$ cat src/rtl/sqc_pkg.sv
package sqc_pkg;

    typedef enum logic [1:0] {
        ST_RUNNING    = 2'd0,
        ST_TRAP_PEND  = 2'd1,
        ST_ROB_SQUASH = 2'd2
    } thr_state_e;

    typedef enum logic [1:0] {
        SRC_NONE = 2'd0,
        SRC_FULL = 2'd1,
        SRC_EXE  = 2'd2
    } sq_src_e;

endpackage

$ cat src/rtl/sqc_trap_timer.sv
module sqc_trap_timer #(
    parameter int TRAP_LAT = 3
) (
    input  logic clk,
    input  logic rst_n,
    input  logic start,
    output logic busy,
    output logic fire
);
    localparam int CNT_W = (TRAP_LAT < 2) ? 1 : $clog2(TRAP_LAT);
    localparam logic [CNT_W-1:0] LOAD_V = CNT_W'(TRAP_LAT - 1);

    logic [CNT_W-1:0] cnt_q;
    logic             busy_q;

    assign busy = busy_q;
    assign fire = busy_q && (cnt_q == '0);

    always_ff @(posedge clk) begin
        if (!rst_n) begin
            busy_q <= 1'b0;
            cnt_q  <= '0;
        end else if (start && !busy_q) begin
            busy_q <= 1'b1;
            cnt_q  <= LOAD_V;
        end else if (fire) begin
            busy_q <= 1'b0;
        end else if (busy_q) begin
            cnt_q <= cnt_q - 1'b1;
        end
    end

endmodule

$ cat src/rtl/sqc_boundary.sv
module sqc_boundary #(
    parameter int SEQ_W = 16
) (
    input  logic [SEQ_W-1:0] exe_seq,
    input  logic             exe_include,
    input  logic             exe_mispredict,
    input  logic             exe_taken,
    input  logic             exe_cond_dslot,
    input  logic [SEQ_W-1:0] youngest,
    input  logic [SEQ_W-1:0] rob_head_seq,
    input  logic             rob_empty,
    output logic             exe_in_window,
    output logic [SEQ_W-1:0] exe_done_seq,
    output logic [SEQ_W-1:0] exe_rob_seq,
    output logic             exe_dslot,
    output logic [SEQ_W-1:0] full_seq
);
    logic [SEQ_W-1:0] dec;
    logic             keep_slot;

    always_comb begin
        dec           = exe_include ? SEQ_W'(1) : '0;
        exe_dslot     = exe_mispredict && exe_taken && exe_cond_dslot;
        keep_slot     = exe_mispredict && !exe_dslot;
        exe_done_seq  = exe_seq - dec;
        exe_rob_seq   = keep_slot ? (exe_seq + SEQ_W'(1) - dec) : (exe_seq - dec);
        exe_in_window = (exe_seq <= youngest);
        full_seq      = rob_empty ? '0 : (rob_head_seq - SEQ_W'(1));
    end

endmodule

$ cat src/rtl/sqc_youngest.sv
module sqc_youngest #(
    parameter int SEQ_W = 16
) (
    input  logic             clk,
    input  logic             rst_n,
    input  logic             clr,
    input  logic             ld,
    input  logic [SEQ_W-1:0] ld_val,
    input  logic             alloc_en,
    input  logic [SEQ_W-1:0] alloc_seq,
    output logic [SEQ_W-1:0] youngest
);
    logic [SEQ_W-1:0] yq;

    assign youngest = yq;

    always_ff @(posedge clk) begin
        if (!rst_n) begin
            yq <= '0;
        end else if (clr) begin
            yq <= '0;
        end else if (ld) begin
            yq <= ld_val;
        end else if (alloc_en) begin
            yq <= alloc_seq;
        end
    end

endmodule

$ cat src/rtl/sqc_ctrl.sv
module sqc_ctrl #(
    parameter int SEQ_W    = 16,
    parameter int PC_W     = 32,
    parameter int TRAP_LAT = 3
) (
    input  logic             clk,
    input  logic             rst_n,
    input  logic             trap_take,
    input  logic             ctx_squash_req,
    input  logic             exe_squash,
    input  logic [SEQ_W-1:0] exe_seq,
    input  logic             exe_include,
    input  logic             exe_mispredict,
    input  logic             exe_taken,
    input  logic             exe_cond_dslot,
    input  logic [PC_W-1:0]  exe_next_pc,
    input  logic [PC_W-1:0]  exe_mispred_pc,
    input  logic             alloc_valid,
    input  logic [SEQ_W-1:0] alloc_seq,
    input  logic [SEQ_W-1:0] rob_head_seq,
    input  logic             rob_empty,
    input  logic             rob_walk_done,
    input  logic [PC_W-1:0]  saved_pc,
    output logic             sq_valid,
    output logic             sq_full,
    output logic [SEQ_W-1:0] sq_seq,
    output logic [SEQ_W-1:0] sq_rob_seq,
    output logic             sq_dslot,
    output logic             sq_mispredict,
    output logic             sq_taken,
    output logic [PC_W-1:0]  sq_next_pc,
    output logic [PC_W-1:0]  sq_mispred_pc,
    output logic             rob_squashing,
    output logic [1:0]       thr_state
);
    import sqc_pkg::*;

    thr_state_e       state_q, state_d;
    sq_src_e          src;
    logic             trap_busy, trap_fire;
    logic             ctx_pend_q, ctx_any, ctx_go, full_go, exe_go;
    logic             exe_in_window, exe_dslot;
    logic [SEQ_W-1:0] exe_done_seq, exe_rob_seq, full_seq, youngest;
    logic             start_trap;

    sqc_trap_timer #(.TRAP_LAT(TRAP_LAT)) u_timer (
        .clk   (clk),
        .rst_n (rst_n),
        .start (start_trap),
        .busy  (trap_busy),
        .fire  (trap_fire)
    );

    sqc_boundary #(.SEQ_W(SEQ_W)) u_bound (
        .exe_seq        (exe_seq),
        .exe_include    (exe_include),
        .exe_mispredict (exe_mispredict),
        .exe_taken      (exe_taken),
        .exe_cond_dslot (exe_cond_dslot),
        .youngest       (youngest),
        .rob_head_seq   (rob_head_seq),
        .rob_empty      (rob_empty),
        .exe_in_window  (exe_in_window),
        .exe_done_seq   (exe_done_seq),
        .exe_rob_seq    (exe_rob_seq),
        .exe_dslot      (exe_dslot),
        .full_seq       (full_seq)
    );

    sqc_youngest #(.SEQ_W(SEQ_W)) u_young (
        .clk       (clk),
        .rst_n     (rst_n),
        .clr       (full_go),
        .ld        (exe_go),
        .ld_val    (exe_done_seq),
        .alloc_en  (alloc_valid && (state_q != ST_ROB_SQUASH)),
        .alloc_seq (alloc_seq),
        .youngest  (youngest)
    );

    // Source arbitration: trap first, then context, then execute.
    always_comb begin
        start_trap = trap_take && (state_q != ST_TRAP_PEND);
        ctx_any    = ctx_squash_req || ctx_pend_q;
        ctx_go     = ctx_any && (state_q != ST_TRAP_PEND) && !trap_take;
        full_go    = trap_fire || ctx_go;
        exe_go     = exe_squash && exe_in_window && !full_go &&
                     (state_q != ST_TRAP_PEND) && !trap_take;
        if (full_go)     src = SRC_FULL;
        else if (exe_go) src = SRC_EXE;
        else             src = SRC_NONE;
    end

    // Next-state logic
    always_comb begin
        state_d = state_q;
        unique case (state_q)
            ST_RUNNING: begin
                if (start_trap)            state_d = ST_TRAP_PEND;
                else if (src != SRC_NONE)  state_d = ST_ROB_SQUASH;
            end
            ST_TRAP_PEND: begin
                if (trap_fire)             state_d = ST_ROB_SQUASH;
            end
            ST_ROB_SQUASH: begin
                if (start_trap)            state_d = ST_TRAP_PEND;
                else if (src != SRC_NONE)  state_d = ST_ROB_SQUASH;
                else if (rob_walk_done)    state_d = ST_RUNNING;
            end
            default:                       state_d = ST_RUNNING;
        endcase
    end

    // State register
    always_ff @(posedge clk) begin
        if (!rst_n) begin
            state_q    <= ST_RUNNING;
            ctx_pend_q <= 1'b0;
        end else begin
            state_q <= state_d;
            if (trap_fire || ctx_go) ctx_pend_q <= 1'b0;
            else if (ctx_squash_req) ctx_pend_q <= 1'b1;
        end
    end

    // Output registers
    always_ff @(posedge clk) begin
        if (!rst_n) begin
            sq_valid      <= 1'b0;
            sq_full       <= 1'b0;
            sq_seq        <= '0;
            sq_rob_seq    <= '0;
            sq_dslot      <= 1'b0;
            sq_mispredict <= 1'b0;
            sq_taken      <= 1'b0;
            sq_next_pc    <= '0;
            sq_mispred_pc <= '0;
            rob_squashing <= 1'b0;
        end else begin
            sq_valid      <= (src != SRC_NONE);
            rob_squashing <= (src != SRC_NONE) ||
                             ((state_q == ST_ROB_SQUASH) && !rob_walk_done);
            unique case (src)
                SRC_FULL: begin
                    sq_full       <= 1'b1;
                    sq_seq        <= full_seq;
                    sq_rob_seq    <= full_seq;
                    sq_dslot      <= 1'b0;
                    sq_mispredict <= 1'b0;
                    sq_taken      <= 1'b0;
                    sq_next_pc    <= saved_pc;
                    sq_mispred_pc <= '0;
                end
                SRC_EXE: begin
                    sq_full       <= 1'b0;
                    sq_seq        <= exe_done_seq;
                    sq_rob_seq    <= exe_rob_seq;
                    sq_dslot      <= exe_dslot;
                    sq_mispredict <= exe_mispredict;
                    sq_taken      <= exe_taken;
                    sq_next_pc    <= exe_next_pc;
                    sq_mispred_pc <= exe_mispred_pc;
                end
                default: ;
            endcase
        end
    end

    assign thr_state = state_q;

endmodule

$ cat config.mk
export PLATFORM = sky130hd
export DESIGN_NAME = sqc_ctrl
export DESIGN_NICKNAME = d
export VERILOG_FILES = /design/src/rtl/sqc_pkg.sv /design/src/rtl/sqc_trap_timer.sv /design/src/rtl/sqc_boundary.sv /design/src/rtl/sqc_youngest.sv /design/src/rtl/sqc_ctrl.sv
export SDC_FILE = /design/constraint.sdc
export NUM_CORES = 1
export LEC_CHECK = 0
export ABC_AREA = 0
export CAP_MARGIN = 20
export CORE_MARGIN = 10
export CORE_UTILIZATION = 35
export CTS_CLUSTER_SIZE = 40
export DETAILED_ROUTE_END_ITERATION = 12
export PLACE_DENSITY = 0.67
export RECOVER_POWER = 25
export SYNTH_ARGS = -nofsm -noshare
export SYNTH_HDL_FRONTEND = slang
export SYNTH_SLANG_ARGS = --single-unit
$ cat constraint.sdc
create_clock -name clk -period 2.8 [get_ports clk]
set_clock_uncertainty 0.05 [all_clocks]
set_input_delay 0.42 -clock clk [delete_from_list [all_inputs] [get_ports clk]]
set_output_delay 0.42 -clock clk [all_outputs]
set_load 0.05 [all_outputs]
Yosys cells after proc, flatten, opt, wreduce, memory -nomap -nowiden
Index checks and enable logic that the tools add are counted.
W data, S select, Z words.

word-level totals
  bits in registers = 124
  bits in latches = 0
  memory bits (writable) = 0
  ROM bits = 0
  input port bits = 156
  output and inout port bits = 104
  logic and storage cells = 95
  memories = 0

operators by class
  add/subtract/negate cells = 5
  multiply operators = 0
  div/mod/pow operators = 0
  order comparisons = 1
  eq/ne operators = 10
  shifts and indexed selects = 0
  mux-type cells = 27
  bitwise gates (word level) = 2
  reductions and logical operators = 34

operators by type and width
  cell                     number
  $pmux W32 S2             2
  $mux W16                 4
  $pmux W16 S2             2
  $sub A16 B16 Y16         2
  $mux W2                  11
  $add A16 B1 Y16 const B  1
  $le A16 B16 Y1           1
  $sub A16 B1 Y16 const B  1
  $logic_and A1 B1 Y1      14
  $reduce_bool A2 Y1       5
  $pmux W1 S2              4
  $pmux W2 S3              1
  $logic_not A1 Y1         5
  $eq A2 B1 Y1 const B     2
  $eq A2 B2 Y1 const B     2
  $logic_not A2 Y1         2
  $ne A2 B1 Y1 const B     2
  $ne A2 B2 Y1 const B     2
  $ne A4 B3 Y1 const B     1
  $reduce_and A2 Y1        2
  $reduce_or A2 Y1         2
  $logic_or A1 B1 Y1       3
  $mux W1                  3
  $ne A3 B2 Y1 const B     1
  3 further kinds          4

Depth between registers and ports, before layout
  word-level depth = 14
  depth in mapped cells = 13

Hierarchy
A second synthesis with hierarchy kept.

second synthesis, totals
  cells, all modules = 915
  area total of the unflattened synthesis = 7977.7 µm²

by module, submodules not included
  module          instances  cells an instance  area an instance (µm²)  seq. area each (µm²)
  sqc_ctrl        1          528                4944.7                  2102.0
  sqc_boundary    1          299                2068.2                  0.0
  sqc_youngest    1          72                 819.5                   320.3
  sqc_trap_timer  1          16                 145.1                   60.1

Worst setup path after synthesis
No wires, ideal clock.

  path type = input to register
  start point = input exe_include
  end point = register sq_rob_seq[15]
  library setup time = 0.132 ns
  arrival time = 2.627 ns
  data required time = 2.618 ns
  setup slack = -0.008 ns
  stages on the path = 13
  buffers on the path = 0
  cells stage by stage = inv_1 ha_1 ha_1 inv_1 ha_1 o21bai_1 a211o_1 a211o_1 a2111oi_1 o41ai_1 xnor2_1 a211oi_1 nor3_1

on the way
  longest elaborated chain between the ends = 4
  elaborated cells between the ends (all ways) = 5
  classes of those cells = add/sub (2); mux (3)

RTL lines
  element                 line                source
  start: declaration      sqc_ctrl.sv:12      input logic exe_include,
  $mux W1 (*)             sqc_boundary.sv:22  dec = exe_include ? SEQ_W'(1) : '0;
  $sub A16 B16 Y16        sqc_boundary.sv:26  exe_rob_seq = keep_slot ? (exe_seq + SEQ_W'(1) - dec) : (exe_seq - dec);
  $mux W16 (*)            sqc_boundary.sv:26
  $pmux W16 S2 (*)        sqc_ctrl.sv:143     unique case (src)
  end signal: assignment  sqc_ctrl.sv:147     sq_rob_seq <= full_seq;
  end signal: assignment  sqc_ctrl.sv:157     sq_rob_seq <= exe_rob_seq;
  end: declaration        sqc_ctrl.sv:27      output logic [SEQ_W-1:0] sq_rob_seq,

Every way passes the cells marked *; elsewhere a longest branch is shown, timed or not.
A chain may end at the register's enable or synchronous reset.

Worst setup path in the final report
  start point = register u_young.yq[14] (netlist: u_young.youngest[14])
  end point = register u_young.yq[1] (netlist: u_young.youngest[1])

on the way
  longest elaborated chain between the ends = 6
  elaborated cells between the ends (all ways) = 7
  classes of those cells = order compare (1); mux (1); reduce/logical (5)

RTL lines
  element                                                line                source
  start: declaration                                     sqc_youngest.sv:13  logic [SEQ_W-1:0] yq;
  start signal: assignment                               sqc_youngest.sv:23  yq <= ld_val;
  start signal: assignment                               sqc_youngest.sv:25  yq <= alloc_seq;
  $le A16 B16 Y1 (*)                                     sqc_boundary.sv:27  exe_in_window = (exe_seq <= youngest);
  $logic_and A1 B1 Y1 (*) (3 in series)                  sqc_ctrl.sv:87      exe_go = exe_squash && exe_in_window && !full_go &&
  $logic_and A1 B1 Y1 (*)                                sqc_ctrl.sv:88      (state_q != ST_TRAP_PEND) && !trap_take;
  $mux W16 / $reduce_bool A2 Y1 (equally long branches)  --

Marked as above.

==> results_dict.tcl <==
set metrics [dict create \
    status "finished with violations" \
    violations "negative setup slack" \
    drt_wl_total_mm 27.1 \
    layout_min_cycle_time_ns 2.81 \
    place.gp.congestion 0.870 \
    final_common_cell "clkdlybuf4s50_1" \
    end_kind "register" \
    relSlewSlack 0.299 \
    ant_nets 0 \
    synth.ff_latch_count 124 \
    rows 50 \
    grt_pass1_vias 7242 \
    worstPathMaxFanout 6 \
    final_cell_mix "clkdlybuf4s50_1 (203), nand2_1 (144), dfxtp_1 (120)" \
    cp-start-kind "register" \
    met3_length_mm 1.52 \
    drive_above_1_share 0.163 \
    die_h_um 159 \
    period_share 1.00 \
    grt_pass1_wl_mm 40.7 \
    ys_warn_count 0 \
    htree_levels 4 \
    cellLeakagePower_nw 4.69 \
    synthDistinctLibCells 59 \
    synth_edf_count 0 \
    fin_ws_ns -0.0110 \
    antennaDiodeCount 0 \
    netlist_area_um2 6740 \
    routed.top_layer "met4" \
    cap_violations 0 \
    pin_count 260 \
    grt.total_usage 0.201 \
    fmax_mhz 356 \
    hold_viol_final 0 \
    grt_max_degree 65 \
    hp-class "reg -> reg" \
    worstPathArrival_ns 3.08 \
    synthArstFlopShare 0 \
    die_area_um2 25200 \
    cts.clk_slew.worst_paths_ns 0.06 \
    insertion_delay_ns 0.42 \
    routed-via-count 7385 \
    syn_nets 1062 \
    finalSetupViolations 2 \
    numCtsBuffers 17 \
    ys_seq_area_frac 0.368 \
    p_per_area_nw_per_um2 538 \
    overflow 0 \
    area_growth_pct 69.5 \
    ys.flop_type "dfxtp_1" \
    slew_violations 0 \
    postCtsHoldBufs 0 \
    design_area_um2 11400 \
    port_buffers 259 \
    wl_met1_mm 11.5 \
    start_util 0.358 \
    dpl_cell_area_um2 10300 \
    wl_per_cell_um 18.5 \
    syn-instance-count 856 \
    nets 1397 \
    root_buffer "clkbuf_16" \
    cts_sinks 124 \
    drt_pre_antenna_iters 5 \
    avgViaCountPerCell 5.04 \
    hpwl_mm 20.2 \
    tightest_slew_ns 1.04 \
    drc_errors 0 \
    cts_tree "done" \
    clock_path_buffers 2 \
    syn_avg_cell_area_um2 7.88 \
    antenna_found_initial 0 \
    vdd_drop_max_uv 508 \
    rsz0062_at_grt "yes" \
    drtIter0Drc 418 \
    required_ns 3.07 \
    core_area_um2 18800 \
    criticalPathCategory "reg -> reg" \
    p_total_mw 6.15 \
    fp.dieW_um 159 \
    dr_wl_met2_mm 13.5 \
]
## Yosys cell counts (6+ instances only)
master	count	area, um^2
nand2_1	144	541
dfxtp_1	124	2480
a21oi_1	109	546
nor2_1	55	206
ha_1	50	626
inv_1	47	176
nand3_1	43	215
a22oi_1	34	255
clkbuf_1	31	116
xnor2_1	29	254
buf_2	19	95.1
a211oi_1	18	135
o21ai_0	12	60.1
xor2_1	11	96.3
and3_1	10	62.6
o211ai_1	10	75.1
nor3_1	9	45.0
o22ai_1	9	56.3
nand2b_1	8	50.1
o21ai_1	7	35.0
a21o_1	6	45.0
a31oi_1	6	37.5
nand4_1	6	37.5
## timing repair
item / 4_1_cts / 5_1_grt
endpoints found under the setup margin: 79 / 86
gates resized for setup: 13 / 51
gates cloned: 0 / 5
buffers inserted: 8 / 4
pin swaps: 10 / 50
## routing by layer
layer  up-vias  global-route usage
li1       3671                   -
met1      3430               0.243
met2       246               0.347
met3        38              0.0473
met4         0              0.0527
met5         -                   0
## per-stage QoR
step | utilization | std cells | TNS [ns] | hold WS, ns | worst slack [ns]
2_1_floorplan | - | 856 | 0 | 0.373 | 0.0634
3_3_place_gp | 0.547 | 1415 | -45.12 | 0.386 | -0.634
3_5_place_dp | 0.547 | 1415 | -51.80 | 0.392 | -0.661
4_1_cts | 0.587 | 1455 | 0 | 0.402 | 0.00674
5_1_grt | 0.607 | 1464 | -1.58 | 0.418 | -0.0777
6_report | 0.607 | 1464 | -0.0146 | 0.399 | -0.0110
## flip-flops by register name, indices dropped and copies added (netlist names)
register / cells
sq_mispred_pc: 32
thr_state: 2
sq_valid: 1
sq_full: 1
sq_taken: 1
sq_rob_seq: 16
u_young.youngest: 16
ctx_pend_q: 1
u_timer.busy: 1
sq_seq: 16
u_timer.cnt_q: 2
sq_mispredict: 1
sq_dslot: 1
rob_squashing: 1
sq_next_pc: 32
## where the power goes
part           internal (mW)  leakage, nW  switching [mW]
sequential              1.89         1.01          0.0650
clock                   1.54        0.306           0.865
combinational          0.768         3.37            1.02
total                   4.20         4.69            1.95
## critical path, stage by stage, from the launching register on
cell,delay [ns]
dfxtp_2,0.32
inv_2,0.05
ha_4,0.26
nand4_1,0.19
or4_4,0.57
a21oi_4,0.18
a2111oi_4,0.08
buf_4,0.15
a21oi_4,0.26
buf_12,0.15
clkbuf_16,0.14
buf_4,0.13
o211ai_1,0.08
nand2_1,0.07
nor2_1,0.03
## kinds of logic (layout without fill, tap and decap cells)
family,count (synthesis),count (layout),share of synthesized area
compound gates,239,239,0.221
fa+ha+maj,50,50,0.0928
xor+xnor,40,40,0.0520
buf+inv,102,450,0.0625
flops,124,124,0.368
simple gates,299,299,0.200
mux,2,2,0.00297
## worst paths after layout
path                                     start                               end  slack [ns]  cells past startpoint
min reg2reg        sq_next_pc[28]$_SDFFE_PN0P_       sq_next_pc[28]$_SDFFE_PN0P_        0.40                      2
max          u_young.youngest[14]$_SDFFE_PP0P_  u_young.youngest[1]$_SDFFE_PP0P_       -0.01                     14
max reg2reg  u_young.youngest[14]$_SDFFE_PP0P_  u_young.youngest[1]$_SDFFE_PP0P_       -0.01                     14
min                sq_next_pc[28]$_SDFFE_PN0P_       sq_next_pc[28]$_SDFFE_PN0P_        0.40                      2
## final cells by class
class / instances / area [um^2]
clock buffers: 19 / 453
flip-flops and latches: 124 / 2490
clock inverters: 13 / 188
repair buffers: 370 / 3690
well taps: 260 / 325
inverters: 48 / 180
fillers: 1663 / 7400
multi-input cells: 630 / 4110
(Power assumes the default switching activity.)
